`src/rtl/eag_pkg.sv`:
```
package eag_pkg;
  typedef enum logic [1:0] {BASE_NONE = 2'd0, BASE_BX = 2'd1, BASE_BP = 2'd2, BASE_RSV = 2'd3} base_e;
  typedef enum logic [1:0] {IDX_NONE = 2'd0, IDX_SI = 2'd1, IDX_DI = 2'd2, IDX_RSV = 2'd3} idx_e;
  typedef enum logic [1:0] {DSP_NONE = 2'd0, DSP_BYTE = 2'd1, DSP_WORD = 2'd2, DSP_RSV = 2'd3} dsp_e;
  typedef enum logic [1:0] {SEG_ES = 2'd0, SEG_CS = 2'd1, SEG_SS = 2'd2, SEG_DS = 2'd3} seg_e;
endpackage

```
`src/rtl/eag_mode_check.sv`:
```
module eag_mode_check
  import eag_pkg::*;
(
  input  base_e base_sel,
  input  idx_e  idx_sel,
  input  dsp_e  disp_kind,
  output logic  legal
);
  logic no_reg;
  always_comb begin
    no_reg = (base_sel == BASE_NONE) && (idx_sel == IDX_NONE);
    legal  = 1'b1;
    if (base_sel == BASE_RSV || idx_sel == IDX_RSV || disp_kind == DSP_RSV) legal = 1'b0;
    // with no register present, only a full word constant forms an address
    if (no_reg && disp_kind != DSP_WORD) legal = 1'b0;
  end
endmodule

```
`src/rtl/eag_offset_sum.sv`:
```
module eag_offset_sum
  import eag_pkg::*;
#(
  parameter int OFS_W   = 16,
  parameter int SHORT_W = 8
) (
  input  base_e              base_sel,
  input  idx_e               idx_sel,
  input  dsp_e               disp_kind,
  input  logic [OFS_W-1:0]   disp,
  input  logic [OFS_W-1:0]   bx_val,
  input  logic [OFS_W-1:0]   bp_val,
  input  logic [OFS_W-1:0]   si_val,
  input  logic [OFS_W-1:0]   di_val,
  output logic [OFS_W-1:0]   ofs
);
  logic [OFS_W-1:0] short_ext, base_term, idx_term, disp_term;

  generate
    if (SHORT_W < OFS_W) begin : g_ext
      assign short_ext = {{(OFS_W-SHORT_W){disp[SHORT_W-1]}}, disp[SHORT_W-1:0]};
    end else begin : g_pass
      assign short_ext = disp;
    end
  endgenerate

  always_comb begin
    case (base_sel)
      BASE_BX: base_term = bx_val;
      BASE_BP: base_term = bp_val;
      default: base_term = '0;
    endcase
    case (idx_sel)
      IDX_SI:  idx_term = si_val;
      IDX_DI:  idx_term = di_val;
      default: idx_term = '0;
    endcase
    case (disp_kind)
      DSP_BYTE: disp_term = short_ext;
      DSP_WORD: disp_term = disp;
      default:  disp_term = '0;
    endcase
    ofs = base_term + idx_term + disp_term;
  end
endmodule

```
`src/rtl/eag_seg_pick.sv`:
```
module eag_seg_pick
  import eag_pkg::*;
#(
  parameter int SEG_W = 16
) (
  input  base_e             base_sel,
  input  logic              ovr_en,
  input  seg_e              ovr_seg,
  input  logic [SEG_W-1:0]  ds_val,
  input  logic [SEG_W-1:0]  es_val,
  input  logic [SEG_W-1:0]  ss_val,
  input  logic [SEG_W-1:0]  cs_val,
  output logic [SEG_W-1:0]  seg
);
  seg_e pick;
  always_comb begin
    if (ovr_en)                    pick = ovr_seg;
    else if (base_sel == BASE_BP)  pick = SEG_SS;
    else                           pick = SEG_DS;
    case (pick)
      SEG_ES:  seg = es_val;
      SEG_CS:  seg = cs_val;
      SEG_SS:  seg = ss_val;
      default: seg = ds_val;
    endcase
  end
endmodule

```
`src/rtl/eag_unit.sv`:
```
module eag_unit
  import eag_pkg::*;
#(
  parameter int OFS_W   = 16,
  parameter int SHIFT   = 4,
  parameter int SHORT_W = 8
) (
  input  logic               clk,
  input  logic               rst_n,
  input  logic               req_valid,
  output logic               req_ready,
  input  logic [1:0]         base_sel,
  input  logic [1:0]         idx_sel,
  input  logic [1:0]         disp_kind,
  input  logic [OFS_W-1:0]   disp,
  input  logic               ovr_en,
  input  logic [1:0]         ovr_seg,
  input  logic [OFS_W-1:0]   bx_val,
  input  logic [OFS_W-1:0]   bp_val,
  input  logic [OFS_W-1:0]   si_val,
  input  logic [OFS_W-1:0]   di_val,
  input  logic [OFS_W-1:0]   ds_val,
  input  logic [OFS_W-1:0]   es_val,
  input  logic [OFS_W-1:0]   ss_val,
  input  logic [OFS_W-1:0]   cs_val,
  output logic               res_valid,
  output logic               res_err,
  input  logic               res_ready,
  output logic [OFS_W-1:0]   ea_ofs,
  output logic [OFS_W-1:0]   ea_seg,
  output logic [OFS_W+SHIFT-1:0] ea_phys
);
  localparam int PA_W = OFS_W + SHIFT;

  base_e b_sel;
  idx_e  i_sel;
  dsp_e  d_kind;
  seg_e  o_seg;
  assign b_sel  = base_e'(base_sel);
  assign i_sel  = idx_e'(idx_sel);
  assign d_kind = dsp_e'(disp_kind);
  assign o_seg  = seg_e'(ovr_seg);

  logic              legal, held, accept;
  logic [OFS_W-1:0]  ofs_n, seg_n;
  logic [PA_W-1:0]   phys_n;

  eag_mode_check u_chk_mode (
    .base_sel(b_sel), .idx_sel(i_sel), .disp_kind(d_kind), .legal(legal)
  );

  eag_offset_sum #(.OFS_W(OFS_W), .SHORT_W(SHORT_W)) u_ofs (
    .base_sel(b_sel), .idx_sel(i_sel), .disp_kind(d_kind), .disp(disp),
    .bx_val(bx_val), .bp_val(bp_val), .si_val(si_val), .di_val(di_val),
    .ofs(ofs_n)
  );

  eag_seg_pick #(.SEG_W(OFS_W)) u_seg (
    .base_sel(b_sel), .ovr_en(ovr_en), .ovr_seg(o_seg),
    .ds_val(ds_val), .es_val(es_val), .ss_val(ss_val), .cs_val(cs_val),
    .seg(seg_n)
  );

  // segment scaled by 2^SHIFT plus zero-extended offset, truncated to PA_W
  assign phys_n = {seg_n, {SHIFT{1'b0}}} + {{SHIFT{1'b0}}, ofs_n};

  assign held      = res_valid | res_err;
  assign req_ready = ~held | res_ready;
  assign accept    = req_valid & req_ready;

  always_ff @(posedge clk) begin
    if (!rst_n) begin
      res_valid <= 1'b0;
      res_err   <= 1'b0;
      ea_ofs    <= '0;
      ea_seg    <= '0;
      ea_phys   <= '0;
    end else if (accept) begin
      res_valid <= legal;
      res_err   <= ~legal;
      ea_ofs    <= legal ? ofs_n  : '0;
      ea_seg    <= legal ? seg_n  : '0;
      ea_phys   <= legal ? phys_n : '0;
    end else if (res_ready) begin
      res_valid <= 1'b0;
      res_err   <= 1'b0;
    end
  end
endmodule

```
`config.mk`:
```
export PLATFORM = sky130hd
export DESIGN_NAME = eag_unit
export DESIGN_NICKNAME = d
export VERILOG_FILES = /design/src/rtl/eag_pkg.sv /design/src/rtl/eag_mode_check.sv /design/src/rtl/eag_offset_sum.sv /design/src/rtl/eag_seg_pick.sv /design/src/rtl/eag_unit.sv
export SDC_FILE = /design/constraint.sdc
export NUM_CORES = 1
export LEC_CHECK = 0
export ABC_CLOCK_PERIOD_IN_PS = 5550
export BUFFER_PORTS_ARGS = -buffer_cell sky130_fd_sc_hd__buf_2
export CAP_MARGIN = 10
export CORE_MARGIN = 5
export CORE_UTILIZATION = 49
export CTS_CLUSTER_SIZE = 30
export DETAILED_ROUTE_END_ITERATION = 10
export PLACE_DENSITY = 0.82
export RECOVER_POWER = 50
export SKIP_CTS_REPAIR_TIMING = 1
export SYNTH_ARGS = -nofsm -noshare
export SYNTH_HDL_FRONTEND = slang
export SYNTH_SLANG_ARGS = --single-unit
```
`constraint.sdc`:
```
create_clock -name clk -period 5.55 [get_ports clk]
set_clock_uncertainty 0.2 [all_clocks]
set_input_delay 0.2775 -clock clk [delete_from_list [all_inputs] [get_ports clk]]
set_output_delay 0.2775 -clock clk [all_outputs]
set_load 0.005 [all_outputs]
```
==> flow_metrics.tcl, run 1 <==
set metrics [dict create \
    relSlewSlack_pct 38.7 \
    dr.pass1.iters 5 \
    antenna_found_initial 0 \
    end_kind "register" \
    synth-compound-area-share_pct 26.6 \
    fin_crit_ps 5250 \
    rsz0062_at_grt "no" \
    synth_cell_types 55 \
    clock_sinks 50 \
    core-area_um2 9680 \
    dpl-instance-area_um2 5970 \
    wirelength_um 15700 \
    netlist_area_um2 4830 \
    grt.overflow.total 0 \
    cts_buffers 5 \
    synthMuxAreaShare_pct 5.31 \
    worstHoldPathCells 3 \
    syn-num-nets 818 \
    routabilityCongestion 0.957 \
    io_pins 212 \
    synth_area_leaders "dfxtp_1, ha_1, nand2_1" \
    hold_slack_ps 61.2 \
    path_class "input pin to register" \
    status "completed" \
    async_reset_ff_share_pct 0 \
    cts_tree "done" \
    yosysWarnings 0 \
    synth_top_area_share_pct 20.7 \
    path_delay_family "compound AO/OA/AOI/OAI gates" \
    cts.clk_slew.worst_paths_ps 100 \
    stdcell_area_um2 6060 \
    final.setup.tns_ps 0 \
    synth_cells 607 \
    hpwlAfterDp_um 13300 \
    path_depth 22 \
    final_layout_size_suffix_gt1_share_pct 28.0 \
    max_cap_violations 0 \
    start_util_pct 49.9 \
    yosysTopAreaCell "dfxtp_1" \
    ant_nets 0 \
    grt_max_degree 47 \
    setup_violations 0 \
    synth_seq_area_share_pct 20.7 \
    synth_top_family_by_area "compound AO/OA/AOI/OAI gates" \
    num_rows 36 \
    drv_slew 0 \
    synth-xor-area-share_pct 5.02 \
    synth_area_per_cell_um2 7.96 \
    power_leakage_nw 3.02 \
    max_slew.worst_pin.slew_ps 895 \
    reg2regPathDepth 9 \
    post_drt_wl_per_cell_um 16.8 \
    critPathBufInv 2 \
    startpoint_type "input pin" \
    syn_to_final_growth_pct 25.3 \
    die_x_um 109 \
    synth_ff_type "dfxtp_1" \
    antenna_cells 0 \
    h-tree-depth 2 \
    fin_nets 1009 \
    grt_pass1_wl_um 24100 \
    hold_viol 0 \
    cp_data_arrival_time_ps 5290 \
    route.detailed.drc 0 \
    p_per_area_nw_per_um2 210 \
    via_per_inst 5.48 \
    final.period_utilization_pct 94.6 \
    crit_path_frequent_cell "ha_1" \
    cts_buffer_depth 2 \
    grt_usage_pct 25.2 \
    vias 5105 \
    crit_chain "buf_2, inv_1, ha_1, nor2_1, and2_1, fa_1, ha_1, fa_1, a211oi_2, nor2_1, o21a_1, o21ai_0, nand2b_1, a21oi_1, xnor2_1, ha_1, o21ai_0, nand2b_1, a41oi_2, a21oi_2, o311a_1, a22oi_2" \
    port_buffers 211 \
    synth_simple_gate_area_share_pct 19.0 \
    cpPeakStageDelay_ps 450 \
    die_y_um 109 \
    critPathSlowestCell "fa_1" \
    yosys.area_share.adder_pct 16.6 \
    critPathRequiredTime_ps 5600 \
    clock_latency_ps 310 \
    drtIter0Drc 283 \
    synth_seq_cells 50 \
    dieArea_um2 11900 \
    cts-root-buf "clkbuf_8" \
    max-vdd-ir-drop_mv 0.122 \
    path_max_fanout 8 \
    hp-class "input pin to register" \
    synth_edf_count 0 \
    clock.fmax_mhz 191 \
    grt_pass1_vias 5019 \
]
-- cells in the mapped netlist (all sizes together), types with 2 or more instances --
library cell / instances
nand2b: 8
o221ai: 4
o211ai: 2
nor2: 22
o21bai: 3
a211o: 3
and2: 20
xor2: 8
buf: 10
mux2i: 20
fa: 17
a21oi: 20
xnor2: 18
clkbuf: 29
nor3: 4
o21a: 4
dfxtp: 50
a22o: 39
a21o: 14
nor2b: 31
nand2: 95
o31ai: 4
a211oi: 6
a22oi: 29
nand3: 7
mux2: 4
a2111oi: 3
and3: 3
o21ai: 40
nand4: 2
inv: 41
ha: 37
-- power by group --
part	switching (mW)	internal (mW)	total, mW
Clock	0.129	0.135	0.264
Sequential	0.0147	0.384	0.399
Combinational	0.347	0.264	0.611
-- cells in the final DEF, fill, tap and decap left out, drive strengths merged, types with 8 or more instances in the layout --
master / n
buf: 200
a22oi: 29
nand2b: 8
o21ai: 40
inv: 42
ha: 37
a21o: 14
mux2i: 20
nor2: 22
a22o: 39
clkbuf: 28
xnor2: 18
and2: 20
nand2: 95
dfxtp: 50
xor2: 8
a21oi: 20
fa: 17
nor2b: 31
-- cell type report --
class / instances / area [um^2]
fillers: 887 / 3630
flip-flops and latches: 50 / 1000
clock inverters: 3 / 43.8
clock buffers: 5 / 68.8
well taps: 133 / 166
multi-input cells: 477 / 3510
repair buffers: 223 / 1120
inverters: 41 / 154
-- per-stage QoR --
stage | cells | util (%) | setup slack (ps) | total power [mW]
detailed placement | 924 | 61.7 | 38.3 | 1.01
global route | 932 | 62.5 | 54.5 | 1.36
floorplan | 607 | - | 563 | 0.813
finish | 932 | 62.5 | 302 | 1.27
global placement | 924 | 61.7 | 263 | 0.988
CTS | 932 | 62.8 | 388 | 1.27
-- cells by family after synthesis --
logic type                 count (synthesis)
adders and majority gates                 54
and+or+nand+nor                          195
DFF                                       50
AOI/OAI and AO/OA                        178
buffers and inverters                     80
muxes                                     24
xor gates and xnor gates                  26
-- per-layer routing --
layer  vias to the layer above  part of all wire (%)  GRT usage, %
met5                         -                     0             0
met4                         0                   2.5          8.28
met3                        27                   8.4          3.41
met2                       249                    48          43.7
met1                      2331                    41          32.3
li1                       2498                     -             -
-- flip-flops by register name, summed over array words and instances (netlist names) --
signal     flops
ea_ofs        16
ea_phys       16
ea_seg        16
res_err        1
res_valid      1
-- path summary, 6_finish.rpt --
check / startpoint / to / slack [ps]
hold / removal: res_ready / res_valid / 60
setup / recovery: disp_kind[0] / ea_phys[19] / 300
setup reg to reg: res_err / ea_phys[16] / 3000
hold reg to reg: ea_phys[17] / ea_phys[17] / 290
-- worst reg2reg max path, cell delays in order, from the launching register on --
cell	delay, ps
dfxtp_1	330
o21bai_1	220
nand2_1	100
buf_4	290
nor2_2	170
buf_4	370
nand2_1	310
nor3b_1	340
mux2i_1	120
nand2_1	60
Power figures use the tool's default switching activity.
==> inputs of run 2 (changes only) <==
--- a/config.mk
+++ b/config.mk
@@ -8,12 +8,15 @@
 export ABC_CLOCK_PERIOD_IN_PS = 5550
 export BUFFER_PORTS_ARGS = -buffer_cell sky130_fd_sc_hd__buf_2
 export CAP_MARGIN = 10
+export CELL_PAD_IN_SITES_DETAIL_PLACEMENT = 0
+export CELL_PAD_IN_SITES_GLOBAL_PLACEMENT = 1
 export CORE_MARGIN = 5
-export CORE_UTILIZATION = 49
+export CORE_UTILIZATION = 34
 export CTS_CLUSTER_SIZE = 30
 export DETAILED_ROUTE_END_ITERATION = 10
-export PLACE_DENSITY = 0.82
+export PLACE_DENSITY = 0.84
 export RECOVER_POWER = 50
+export SETUP_SLACK_MARGIN = 0.1
 export SKIP_CTS_REPAIR_TIMING = 1
 export SYNTH_ARGS = -nofsm -noshare
 export SYNTH_HDL_FRONTEND = slang
==> flow_metrics.tcl, run 2 (same netlist as run 1, synthesis figures left out) <==
set metrics [dict create \
    final_layout_size_suffix_gt1_share_pct 26.6 \
    hold_viol 0 \
    io_pins 212 \
    drtIter0Drc 296 \
    max-vdd-ir-drop_mv 0.110 \
    setup_violations 0 \
    port_buffers 211 \
    die_y_um 129 \
    max_cap_violations 0 \
    reg_top3 "ea_ofs (16), ea_phys (16), ea_seg (16)" \
    clock_latency_ps 290 \
    rsz0062_at_grt "no" \
    post_drt_wl_per_cell_um 16.3 \
    end_kind "register" \
    core-area_um2 13900 \
    vias 4866 \
    cts_buffers 5 \
    fin_util_pct 44.2 \
    multi_input_area_um2 3510 \
    clock.fmax_mhz 200 \
    p_per_area_nw_per_um2 215 \
    route.detailed.drc 0 \
    relSlewSlack_pct 41.6 \
    startpoint_type "input pin" \
    switching_share_pct 38.0 \
    routabilityCongestion 0.897 \
    via_per_inst 4.96 \
    grt_pass1_wl_um 24400 \
    dieArea_um2 16700 \
    nFillCells 1456 \
    pwr-share-seq_pct 30.2 \
    cts-root-buf "clkbuf_16" \
    final_cell_mix "buf_2, nand2_1, dfxtp_1, inv_1, a22o_1" \
    fin_nets 1011 \
    clock_sinks 50 \
    grt_pass1_vias 4799 \
    power_leakage_nw 2.99 \
    p_clk_share_pct 24.0 \
    antenna_cells 0 \
    dr.pass1.iters 5 \
    fin_crit_ps 4990 \
    path_class "input pin to register" \
    grt_usage_pct 18.2 \
    num_rows 43 \
    cp_data_arrival_time_ps 4970 \
    path_max_fanout 12 \
    ant_nets 0 \
    h-tree-depth 2 \
    cts.clk_slew.worst_paths_ps 70 \
    p_sw_uw 502 \
    grt.overflow.total 0 \
    cts_buffer_depth 2 \
    wirelength_um 16000 \
    grt_max_degree 47 \
    antenna_found_initial 0 \
    start_util_pct 34.7 \
    final.setup.tns_ps 0 \
    max_slew.worst_pin.slew_ps 851 \
    register_area_um2 1000 \
    hpwlAfterDp_um 13600 \
    cts_tree "done" \
    critPathRequiredTime_ps 5530 \
    hp-class "input pin to register" \
    final_common_cell "buf_2" \
    intPower_uw 820 \
    syn_to_final_growth_pct 27.4 \
    p_comb_share_pct 45.8 \
    final.period_utilization_pct 89.9 \
    die_x_um 129 \
    status "completed" \
    drv_slew 0 \
]
[run 2: cell count changes in the layout (fill, tap and decap cells not counted), sizes merged]
cell and change:
buf -10, bufinv -1, clkbuf +12, clkinv +1
[run 2: stage by stage]
step / instances / power, mW / worst slack [ps] / hold WS, ps / area, um^2
floorplan: 607 / 0.813 / 563 / 249 / 4830
global placement: 973 / 1.01 / 355 / 256 / 6050
detailed placement: 973 / 1.02 / 253 / 267 / 6050
CTS: 981 / 1.33 / 554 / 92.8 / 6200
global route: 981 / 1.42 / 138 / 105 / 6160
finish: 981 / 1.32 / 558 / 97.3 / 6160
[run 2: path summary, 6_finish.rpt]
kind         depth (start not counted)         from  slack [ps]           to
min                                  3    res_ready         100    res_valid
max reg2reg                          9      res_err        2620  ea_phys[17]
min reg2reg                          2  ea_phys[15]         270  ea_phys[15]
max                                 22   idx_sel[0]         560  ea_phys[18]
[run 2: per-layer routing]
layer	GRT usage (%)	share of wire, %
met5	0	0
met4	5.31	2.2
met3	3.54	6.9
met2	29.6	46
met1	24.5	45
[run 2: power by group through the flow]
| stage | Sequential [mW] | Combinational [mW] | Clock [mW] |
|---|---|---|---|
| 4_1_cts | 0.398 | 0.611 | 0.324 |
| 5_1_grt | 0.402 | 0.677 | 0.341 |
| 3_5_place_dp | 0.407 | 0.608 | 0 |
| 3_3_place_gp | 0.407 | 0.604 | 0 |
| 2_1_floorplan | 0.407 | 0.406 | 0 |
| 6_report | 0.399 | 0.606 | 0.317 |
[run 2: final cells by class]
| class | count | area share, % |
|---|---|---|
| Clock buffer | 5 | 2.03 |
| Tap cell | 180 | 3.66 |
| Timing Repair Buffer | 225 | 18.1 |
| Sequential cell | 50 | 16.3 |
| Inverter | 41 | 2.50 |
| Clock inverter | 3 | 0.467 |
| Multi-Input combinational cell | 477 | 57.0 |
[run 2: critical path, stage by stage]
cell and delay [ps]:
buf_2 120, inv_1 80, ha_1 390, a22oi_1 160, nor2b_1 180, fa_1 440
ha_1 250, fa_1 440, a211oi_2 260, nor2_1 100, nor2_1 250, inv_1 100
fa_1 440, nand2b_1 190, a21oi_1 160, o21ai_0 100, nand2b_1 110, nand2_1 60
o21ai_0 330, a211o_1 240, mux2i_1 200, o21ai_1 80
